### src/rtl/lnk_pkg.sv
package lnk_pkg;

   typedef enum logic [1:0] {
      ST_IDLE    = 2'd0,
      ST_DETECT  = 2'd1,
      ST_ACQUIRE = 2'd2,
      ST_NORMAL  = 2'd3
   } lnk_state_t;

endpackage

### src/rtl/lnk_acq_timer.sv
module lnk_acq_timer #(
   parameter int unsigned LIMIT = 64
) (
   input  logic clk,
   input  logic rst_n,
   input  logic in_acq,
   output logic expired
);
   localparam int unsigned CW = $clog2(LIMIT + 1);
   localparam logic [CW-1:0] LAST = CW'(LIMIT - 1);

   generate
      if (LIMIT < 2) begin : g_bad_limit
         $error("lnk_acq_timer: LIMIT must be at least 2");
      end
   endgenerate

   logic [CW-1:0] cnt_q;

   always_ff @(posedge clk or negedge rst_n) begin
      if (!rst_n) begin
         cnt_q <= '0;
      end else if (!in_acq) begin
         cnt_q <= '0;
      end else if (cnt_q != LAST) begin
         cnt_q <= cnt_q + 1'b1;
      end
   end

   assign expired = in_acq && (cnt_q == LAST);
endmodule

### src/rtl/lnk_dv_qual.sv
module lnk_dv_qual #(
   parameter int unsigned DV_RUN = 20
) (
   input  logic clk,
   input  logic rst_n,
   input  logic in_acq,
   input  logic data_valid,
   output logic run_met
);
   generate
      if (DV_RUN == 0) begin : g_bypass
         assign run_met = 1'b1;
      end else begin : g_count
         localparam int unsigned RW = $clog2(DV_RUN + 1);
         localparam logic [RW-1:0] TOP = RW'(DV_RUN);
         logic [RW-1:0] run_q;

         always_ff @(posedge clk or negedge rst_n) begin
            if (!rst_n) begin
               run_q <= '0;
            end else if (!in_acq || !data_valid) begin
               run_q <= '0;
            end else if (run_q != TOP) begin
               run_q <= run_q + 1'b1;
            end
         end

         assign run_met = (run_q == TOP);
      end
   endgenerate
endmodule

### src/rtl/lnk_next_state.sv
module lnk_next_state
   import lnk_pkg::*;
(
   input  lnk_state_t cur,
   input  logic       sig_det,
   input  logic       cdr_lock,
   input  logic       peer_ack,
   input  logic       rsense_en,
   input  logic       train_ok,
   input  logic       acq_expired,
   output lnk_state_t nxt
);
   always_comb begin
      nxt = cur;
      if (cur == ST_IDLE) begin
         if (sig_det && cdr_lock) begin
            nxt = rsense_en ? ST_DETECT : ST_NORMAL;
         end
      end else if (!sig_det) begin
         nxt = ST_IDLE;
      end else if (!cdr_lock) begin
         nxt = rsense_en ? ST_DETECT : ST_IDLE;
      end else if (!rsense_en && cur != ST_NORMAL) begin
         nxt = ST_IDLE;
      end else begin
         unique case (cur)
            ST_DETECT: begin
               if (peer_ack) nxt = ST_ACQUIRE;
            end
            ST_ACQUIRE: begin
               if (train_ok)         nxt = ST_NORMAL;
               else if (acq_expired) nxt = ST_DETECT;
            end
            default: nxt = cur;
         endcase
      end
   end
endmodule

### src/rtl/lnk_bringup_fsm.sv
module lnk_bringup_fsm
   import lnk_pkg::*;
#(
   parameter int unsigned ACQ_TIMEOUT = 64,
   parameter int unsigned DV_RUN      = 20
) (
   input  logic       clk,
   input  logic       rst_n,
   input  logic       sig_det,
   input  logic       cdr_lock,
   input  logic       peer_ack,
   input  logic       train_done,
   input  logic       rsense_en,
   input  logic       dec_en,
   input  logic       data_valid,
   output logic [1:0] link_state,
   output logic       lock_n,
   output logic       lowpwr_req,
   output logic       peer_present
);
   generate
      if (ACQ_TIMEOUT <= DV_RUN + 1) begin : g_bad_window
         $error("lnk_bringup_fsm: ACQ_TIMEOUT must exceed DV_RUN + 1");
      end
   endgenerate

   lnk_state_t state_q, state_d;
   logic in_acq, acq_expired, run_met, train_ok;

   assign in_acq   = (state_q == ST_ACQUIRE);
   assign train_ok = train_done && (!dec_en || run_met);

   lnk_acq_timer #(.LIMIT(ACQ_TIMEOUT)) u_timer (
      .clk     (clk),
      .rst_n   (rst_n),
      .in_acq  (in_acq),
      .expired (acq_expired)
   );

   lnk_dv_qual #(.DV_RUN(DV_RUN)) u_dvq (
      .clk        (clk),
      .rst_n      (rst_n),
      .in_acq     (in_acq),
      .data_valid (data_valid),
      .run_met    (run_met)
   );

   lnk_next_state u_ns (
      .cur         (state_q),
      .sig_det     (sig_det),
      .cdr_lock    (cdr_lock),
      .peer_ack    (peer_ack),
      .rsense_en   (rsense_en),
      .train_ok    (train_ok),
      .acq_expired (acq_expired),
      .nxt         (state_d)
   );

   always_ff @(posedge clk or negedge rst_n) begin
      if (!rst_n) state_q <= ST_IDLE;
      else        state_q <= state_d;
   end

   assign link_state   = state_q;
   assign lock_n       = (state_q != ST_NORMAL);
   assign lowpwr_req   = (state_q == ST_IDLE);
   assign peer_present = rsense_en && (state_q != ST_IDLE);
endmodule

### config.mk
export PLATFORM = sky130hd
export DESIGN_NAME = lnk_bringup_fsm
export DESIGN_NICKNAME = d
export VERILOG_FILES = /design/src/rtl/lnk_pkg.sv /design/src/rtl/lnk_acq_timer.sv /design/src/rtl/lnk_dv_qual.sv /design/src/rtl/lnk_next_state.sv /design/src/rtl/lnk_bringup_fsm.sv
export SDC_FILE = /design/constraint.sdc
export NUM_CORES = 1
export LEC_CHECK = 0
export BUFFER_PORTS_ARGS = -buffer_cell sky130_fd_sc_hd__buf_4
export CORE_ASPECT_RATIO = 1.1
export CORE_UTILIZATION = 50
export DETAILED_ROUTE_END_ITERATION = 8
export PLACE_DENSITY = 0.69
export SYNTH_ARGS = -nofsm -noshare
export SYNTH_HDL_FRONTEND = slang
export SYNTH_SLANG_ARGS = --single-unit
### constraint.sdc
create_clock -name clk -period 1.6 [get_ports clk]
set_clock_uncertainty 0.15 [all_clocks]
set_input_delay 0.24 -clock clk [delete_from_list [all_inputs] [get_ports clk]]
set_output_delay 0.24 -clock clk [all_outputs]
set_load 0.005 [all_outputs]
; ---- Yosys cells after proc, flatten, opt, wreduce, memory -nomap -nowiden
; Cells that the tools add are included.
[word_totals]
reg_bits = 14
inputBits = 9
output_inout_bits = 5
wordCells = 47
[classes]
addsub = 2
n_eq_ne = 12
muxes = 15
reduce_logical = 15
[op_table]
columns = cell, count
row1 = two-way mux 2 bit, 9
row2 = two-way mux 7 bit, 2
row3 = inequality test 7 x 6 -> 1 bit (second input constant), 2
row4 = two-way mux 5 bit, 2
row5 = adder 7 x 1 -> 7 bit (second input constant), 1
row6 = equality test 7 x 6 -> 1 bit (second input constant), 1
row7 = inequality test 6 x 2 -> 1 bit (second input constant), 1
row8 = inequality test 6 x 5 -> 1 bit (second input constant), 1
row9 = adder 5 x 1 -> 5 bit (second input constant), 1
row10 = equality test 5 bit (second input constant), 1
row11 = logical AND 1 bit, 5
row12 = inequality test 5 bit (second input constant), 1
row13 = logical NOT 1 bit, 4
row14 = inequality test 2 bit (second input constant), 2
row15 = case mux 2 bit (2 select lines), 1
row16 = AND reduction 4 bit, 1
row17 = nonzero test 2 bit, 2
row18 = equality test 2 x 1 -> 1 bit (second input constant), 1
row19 = equality test 2 bit (second input constant), 1
row20 = logical NOT 2 bit, 1
row21 = logical OR 1 bit, 2
row22 = inequality test 2 x 1 -> 1 bit (second input constant), 1
row23 = two-way mux 1 bit, 1

; ---- Logic depth before layout (Yosys ltp)
[logic_depth]
ltp_word = 9
depth_mapped = 6
mapped_depth_nobuf = 6

; ---- Cells and area by module
; A second synthesis with hierarchy kept.
[unflattened]
cells_unflattened = 98
area_unflattened_um2 = 888.4
[by_module_without_submodules]
columns = module, instances, cells_each, area_each_um2, seq_area_each_um2
row1 = lnk_acq_timer, 1, 37, 365.4, 175.2
row2 = lnk_dv_qual, 1, 26, 269.0, 125.1
row3 = lnk_next_state, 1, 27, 170.2, 0.0
row4 = lnk_bringup_fsm, 1, 8, 83.8, 50.0

; ---- Worst setup path after synthesis
; OpenSTA, ideal clock, no wires.
[synth_timing]
path_type = register to register
from = reg u_timer.cnt_q[0]
to = reg u_timer.cnt_q[5]
setup_time_ps = 119
t_arrival_ps = 1197
required_ps = 1331
slack_ps = 134
stages_incl_launch_ff = 6
n_path_buf = 0
period_less_slack_ps = 1466
cell_sequence = dfrtp_1 ha_1 nand4_2 o21ai_2 o21a_1 o21a_1
[synth_between]
elab_chain_len = 3
word_cells_on_any_way = 5
classes_between = add/sub (1) / eq/ne (2) / mux (2)
[synth_rtl]
columns = item, line_no
row1 = start: declaration, lnk_acq_timer.sv:18  ; logic [CW-1:0] cnt_q;
row2 = start signal: assignment, lnk_acq_timer.sv:26  ; cnt_q <= cnt_q + 1'b1;
row3 = adder 7 x 1 -> 7 bit, lnk_acq_timer.sv:26
row4 = two-way mux 7 bit, lnk_acq_timer.sv:25  ; end else if (cnt_q != LAST) begin
row5 = two-way mux 7 bit, lnk_acq_timer.sv:23  ; end else if (!in_acq) begin
; Several ways; a longest one is shown, not always the timed one. The select of a mux whose other input is x is not followed.
; A chain may end at the register's enable or synchronous reset.

; ---- Worst setup path after layout
[layout_timing]
from = reg u_dvq.g_count.run_q[1]
to = reg state_q[1], in the netlist link_state[1]
[layout_between]
elab_chain_len = 9
word_cells_on_any_way = 11
classes_between = eq/ne (2) / mux (6) / reduce/logical (3)
[layout_rtl]
columns = item, line_no
row1 = start: declaration, lnk_dv_qual.sv:16  ; logic [RW-1:0] run_q;
row2 = start signal: assignment, lnk_dv_qual.sv:24  ; run_q <= run_q + 1'b1;
row3 = equality test 5 bit (*), lnk_dv_qual.sv:28  ; assign run_met = (run_q == TOP);
row4 = logical OR 1 bit (*), lnk_bringup_fsm.sv:31  ; assign train_ok = train_done && (!dec_en || run_met);
row5 = logical AND 1 bit (*), lnk_bringup_fsm.sv:31
row6 = two-way mux 2 bit, lnk_next_state.sv:31  ; if (train_ok) nxt = ST_NORMAL;
row7 = case mux 2 bit (2 select lines), lnk_next_state.sv:26  ; unique case (cur)
row8 = two-way mux 2 bit, lnk_next_state.sv:23  ; end else if (!rsense_en && cur != ST_NORMAL) begin
row9 = two-way mux 2 bit, lnk_next_state.sv:21  ; end else if (!cdr_lock) begin
row10 = two-way mux 2 bit, lnk_next_state.sv:19  ; end else if (!sig_det) begin
row11 = two-way mux 2 bit, lnk_next_state.sv:15  ; if (cur == ST_IDLE) begin
row12 = end signal: assignment, lnk_bringup_fsm.sv:61  ; else state_q <= state_d;
row13 = end: declaration, lnk_bringup_fsm.sv:27  ; lnk_state_t state_q, state_d;
; Mark *: on every way between the ends. The rest lies on a longest branch, timed or not.

==> out/qor.json <==
{
  "hold_path": {
    "worst_hold_path_type": "primary input to register",
    "hold_path_startpoint": "cdr_lock"
  },
  "critical_path": {
    "cp_max_fo": 4,
    "critPathLaunchType": "register",
    "worst_setup_path_startpoint": "u_dvq.g_count.run_q[1]",
    "timing.critical_path.to_type": "register",
    "ff2ff_setup_slack_ns": 0.08,
    "worst_r2r_startpoint": "u_dvq.g_count.run_q[1]",
    "timing_worst_setup_path_type": "register to register",
    "crit_required_ns": 1.67,
    "critPathArrivalTime_ns": 1.59
  },
  "floorplanning": {
    "die_w_um": 40.93,
    "die-height_um": 44.82,
    "design.portCount": 14,
    "die_area_mm2": 0.001834,
    "fp.coreArea_mm2": 0.001558,
    "floorplan.initialDensity_pct": 53.49,
    "std_cell_rows": 15
  },
  "grt": {
    "grt.overflow.total": 0,
    "grt_max_degree": 15,
    "antenna_found_initial": 0,
    "grt_total_usage_pct": 18.95,
    "number_of_global_route_vias_before_repair": 573,
    "grt_first_pass_wirelength_um": 2339
  },
  "place": {
    "detailed_place.area_um2": 948.4,
    "dp_hpwl_um": 1060,
    "placed_cells": 114,
    "gpl.final_weighted_congestion": 0.7073,
    "place.port_buffers": 13
  },
  "yosys": {
    "fraction_of_registers_with_async_set_or_reset_after_synthesis_pct": 100.0,
    "postSynthCellCount": 83,
    "proportion_of_synthesized_chip_area_in_sequential_cells_pct": 42.04,
    "synth_seq_cells": 14,
    "yosys_warnings": 0,
    "synth_area_um2": 833.3,
    "synth_edf_count": 0,
    "synth_area_per_cell_um2": 10.04,
    "dominantRegCellSynth": "sky130_fd_sc_hd__dfrtp_1",
    "yosysUniqueCellTypes": 33,
    "postSynthNetCount": 95
  },
  "clocking": {
    "cts-root-to-sink-buffers": 2,
    "clk_transition_reported_paths_ns": 0.09,
    "h-tree-depth": 1,
    "cts_inserted_buffers": 3,
    "clkLatencyLatePin_ns": 0.29,
    "clock_sinks": 14,
    "cts_tree": "yes",
    "root_buffer": "sky130_fd_sc_hd__clkbuf_4"
  },
  "timing": {
    "fmax_mhz": 656.4,
    "relSlewSlack_pct": 85.28,
    "final.setup.tns_ns": 0,
    "report.final.slew_viol_count": 0,
    "timing.final.crit_period_ns": 1.523,
    "timing.final.setup_violations": 0,
    "hold_violations": 0,
    "timing_worst_slew_pin_value_ns": 0.2208,
    "period_share_pct": 95.21,
    "grt_setup_unrepaired": "false"
  },
  "final_layout": {
    "stdcell_area_mm2": 0.001023,
    "multiInputGateArea_um2": 455.4,
    "final_nets": 116,
    "layout-drive-gt1-share_pct": 32.04,
    "antenna_cells_inserted": 0,
    "finish.cell_count_without_fillers": 120,
    "area_of_all_sequential_standard_cells_um2": 350.3,
    "filler_cell_count": 117,
    "area.growth.synth_to_final_pct": 22.82
  },
  "detailed_routing": {
    "drt_first_pass_iters": 4,
    "detail_route.wirelength_um": 1438,
    "drt_drc_violations_left": 0,
    "ant_nets": 0,
    "routedWlPerCell_um": 11.98,
    "initialDrtViolationCount": 6,
    "vias": 638,
    "vias_per_cell": 5.317
  },
  "power_and_ir_drop": {
    "leakage_nw": 0.5280,
    "irDropWorstVdd_uv": 465.9,
    "power.density_mw_per_mm2": 721.7,
    "post-layout-total-power_mw": 0.7387
  },
  "job": {
    "max_cap_viol_count": 0
  },
  "run_status": {
    "outcome": "finished, final reports clean"
  }
}
## Yosys cell counts, types with 2 or more instances
library cell              number  area (um^2)
sky130_fd_sc_hd__xnor2_1       2        17.52
sky130_fd_sc_hd__nor2_1       12        45.04
sky130_fd_sc_hd__ha_1          3        37.54
sky130_fd_sc_hd__mux2i_1       2        20.02
sky130_fd_sc_hd__nand4_1       3        18.77
sky130_fd_sc_hd__nand2_1       5        18.77
sky130_fd_sc_hd__inv_1         4        15.01
sky130_fd_sc_hd__xor2_1        4        35.03
sky130_fd_sc_hd__dfrtp_1      14        350.3
sky130_fd_sc_hd__buf_6         3        33.78
sky130_fd_sc_hd__nand3_1       2        10.01
sky130_fd_sc_hd__o21a_1        2        15.01
sky130_fd_sc_hd__nor3_1        3        15.01
sky130_fd_sc_hd__o21ai_0       2        10.01
sky130_fd_sc_hd__a21oi_1       4        20.02
## report_power, final
| group | internal [mW] | leakage, nW | total [mW] | switching [mW] |
|---|---|---|---|---|
| Clock | 0.139 | 0.0210 | 0.264 | 0.125 |
| Sequential | 0.360 | 0.194 | 0.367 | 0.00699 |
| Combinational | 0.0581 | 0.313 | 0.107 | 0.0492 |
| Total | 0.557 | 0.528 | 0.739 | 0.182 |
## layer usage
layer	up-vias	share of wire (%)	track usage [%]
li1	333	-	-
met1	290	47	27.04
met2	10	47	27.19
met3	5	3.6	2.956
met4	0	2.9	10.00
met5	-	0	0
## layout by cell type (no fill, tap or decap), types with 2 or more instances in the layout
cell and count:
sky130_fd_sc_hd__clkbuf_4 3, sky130_fd_sc_hd__xor2_1 4, sky130_fd_sc_hd__ha_1 2, sky130_fd_sc_hd__o21a_1 2, sky130_fd_sc_hd__nand2_1 5, sky130_fd_sc_hd__a21oi_1 4
sky130_fd_sc_hd__dfrtp_1 14, sky130_fd_sc_hd__inv_1 4, sky130_fd_sc_hd__nand4_1 3, sky130_fd_sc_hd__o21ai_0 2, sky130_fd_sc_hd__nor3_1 3, sky130_fd_sc_hd__mux2i_1 2
sky130_fd_sc_hd__buf_4 18, sky130_fd_sc_hd__xnor2_1 2, sky130_fd_sc_hd__nand3_1 2, sky130_fd_sc_hd__nor2_1 11
## stage by stage
stage | setup WS [ns] | hold WS (ns) | utilization (%)
floorplan | 0.1339 | -0.2056 | -
global placement | 0.04514 | -0.05080 | 60.88
detailed placement | 0.03564 | -0.05186 | 60.88
CTS | 0.01994 | 0.06079 | 63.86
global route | 0.005087 | 0.06507 | 65.70
finish | 0.07657 | 0.07183 | 65.70
## path summary, 6_finish.rpt
| check | endpoint | cells past startpoint |
|---|---|---|
| worst max-delay path | link_state[1] | 6 |
| worst min-delay path | link_state[1] | 3 |
| worst max register to register | link_state[1] | 6 |
| worst min register to register | u_timer.cnt_q[6] | 1 |
| max in group asynchronous | u_timer.cnt_q[1] | 2 |
| min in group asynchronous | u_dvq.g_count.run_q[4] | 2 |
## worst max-delay path: stages, from the launching register on
cell	delay (ns)
sky130_fd_sc_hd__dfrtp_1	0.41
sky130_fd_sc_hd__inv_1	0.08
sky130_fd_sc_hd__ha_1	0.19
sky130_fd_sc_hd__nand4b_4	0.13
sky130_fd_sc_hd__a21boi_2	0.20
sky130_fd_sc_hd__o21ba_1	0.16
sky130_fd_sc_hd__o22ai_1	0.15
## cell type report
cell class / instances / area share (%)
flip-flops and latches: 14 / 34.23
repair buffers: 19 / 14.18
inverters: 4 / 1.467
well taps: 17 / 2.078
multi-input cells: 62 / 44.50
clock buffers: 4 / 3.545
## logic make-up (layout without fill, tap and decap cells)
group           count (synthesis)  after routing  synth area share [%]
flops                          14             14                 42.04
fa+ha+maj                       3              3                 4.505
xor+xnor                        6              6                 6.306
compound gates                 17             17                 14.41
buf+inv                         7             27                 5.855
simple gates                   34             34                 24.48
mux                             2              2                 2.402
## flip-flops by register name (all words and copies together) (netlist names)
register / flops
u_timer.cnt_q: 7
u_dvq.g_count.run_q: 5
link_state: 2
## repair_timing
item	CTS	global route
setup endpoints to repair	0	6
resized for setup	0	4
hold endpoints to repair	14	0
hold buffers	1	0
setup buffers	0	1
Note: power is estimated with default switching activity, not from simulation.
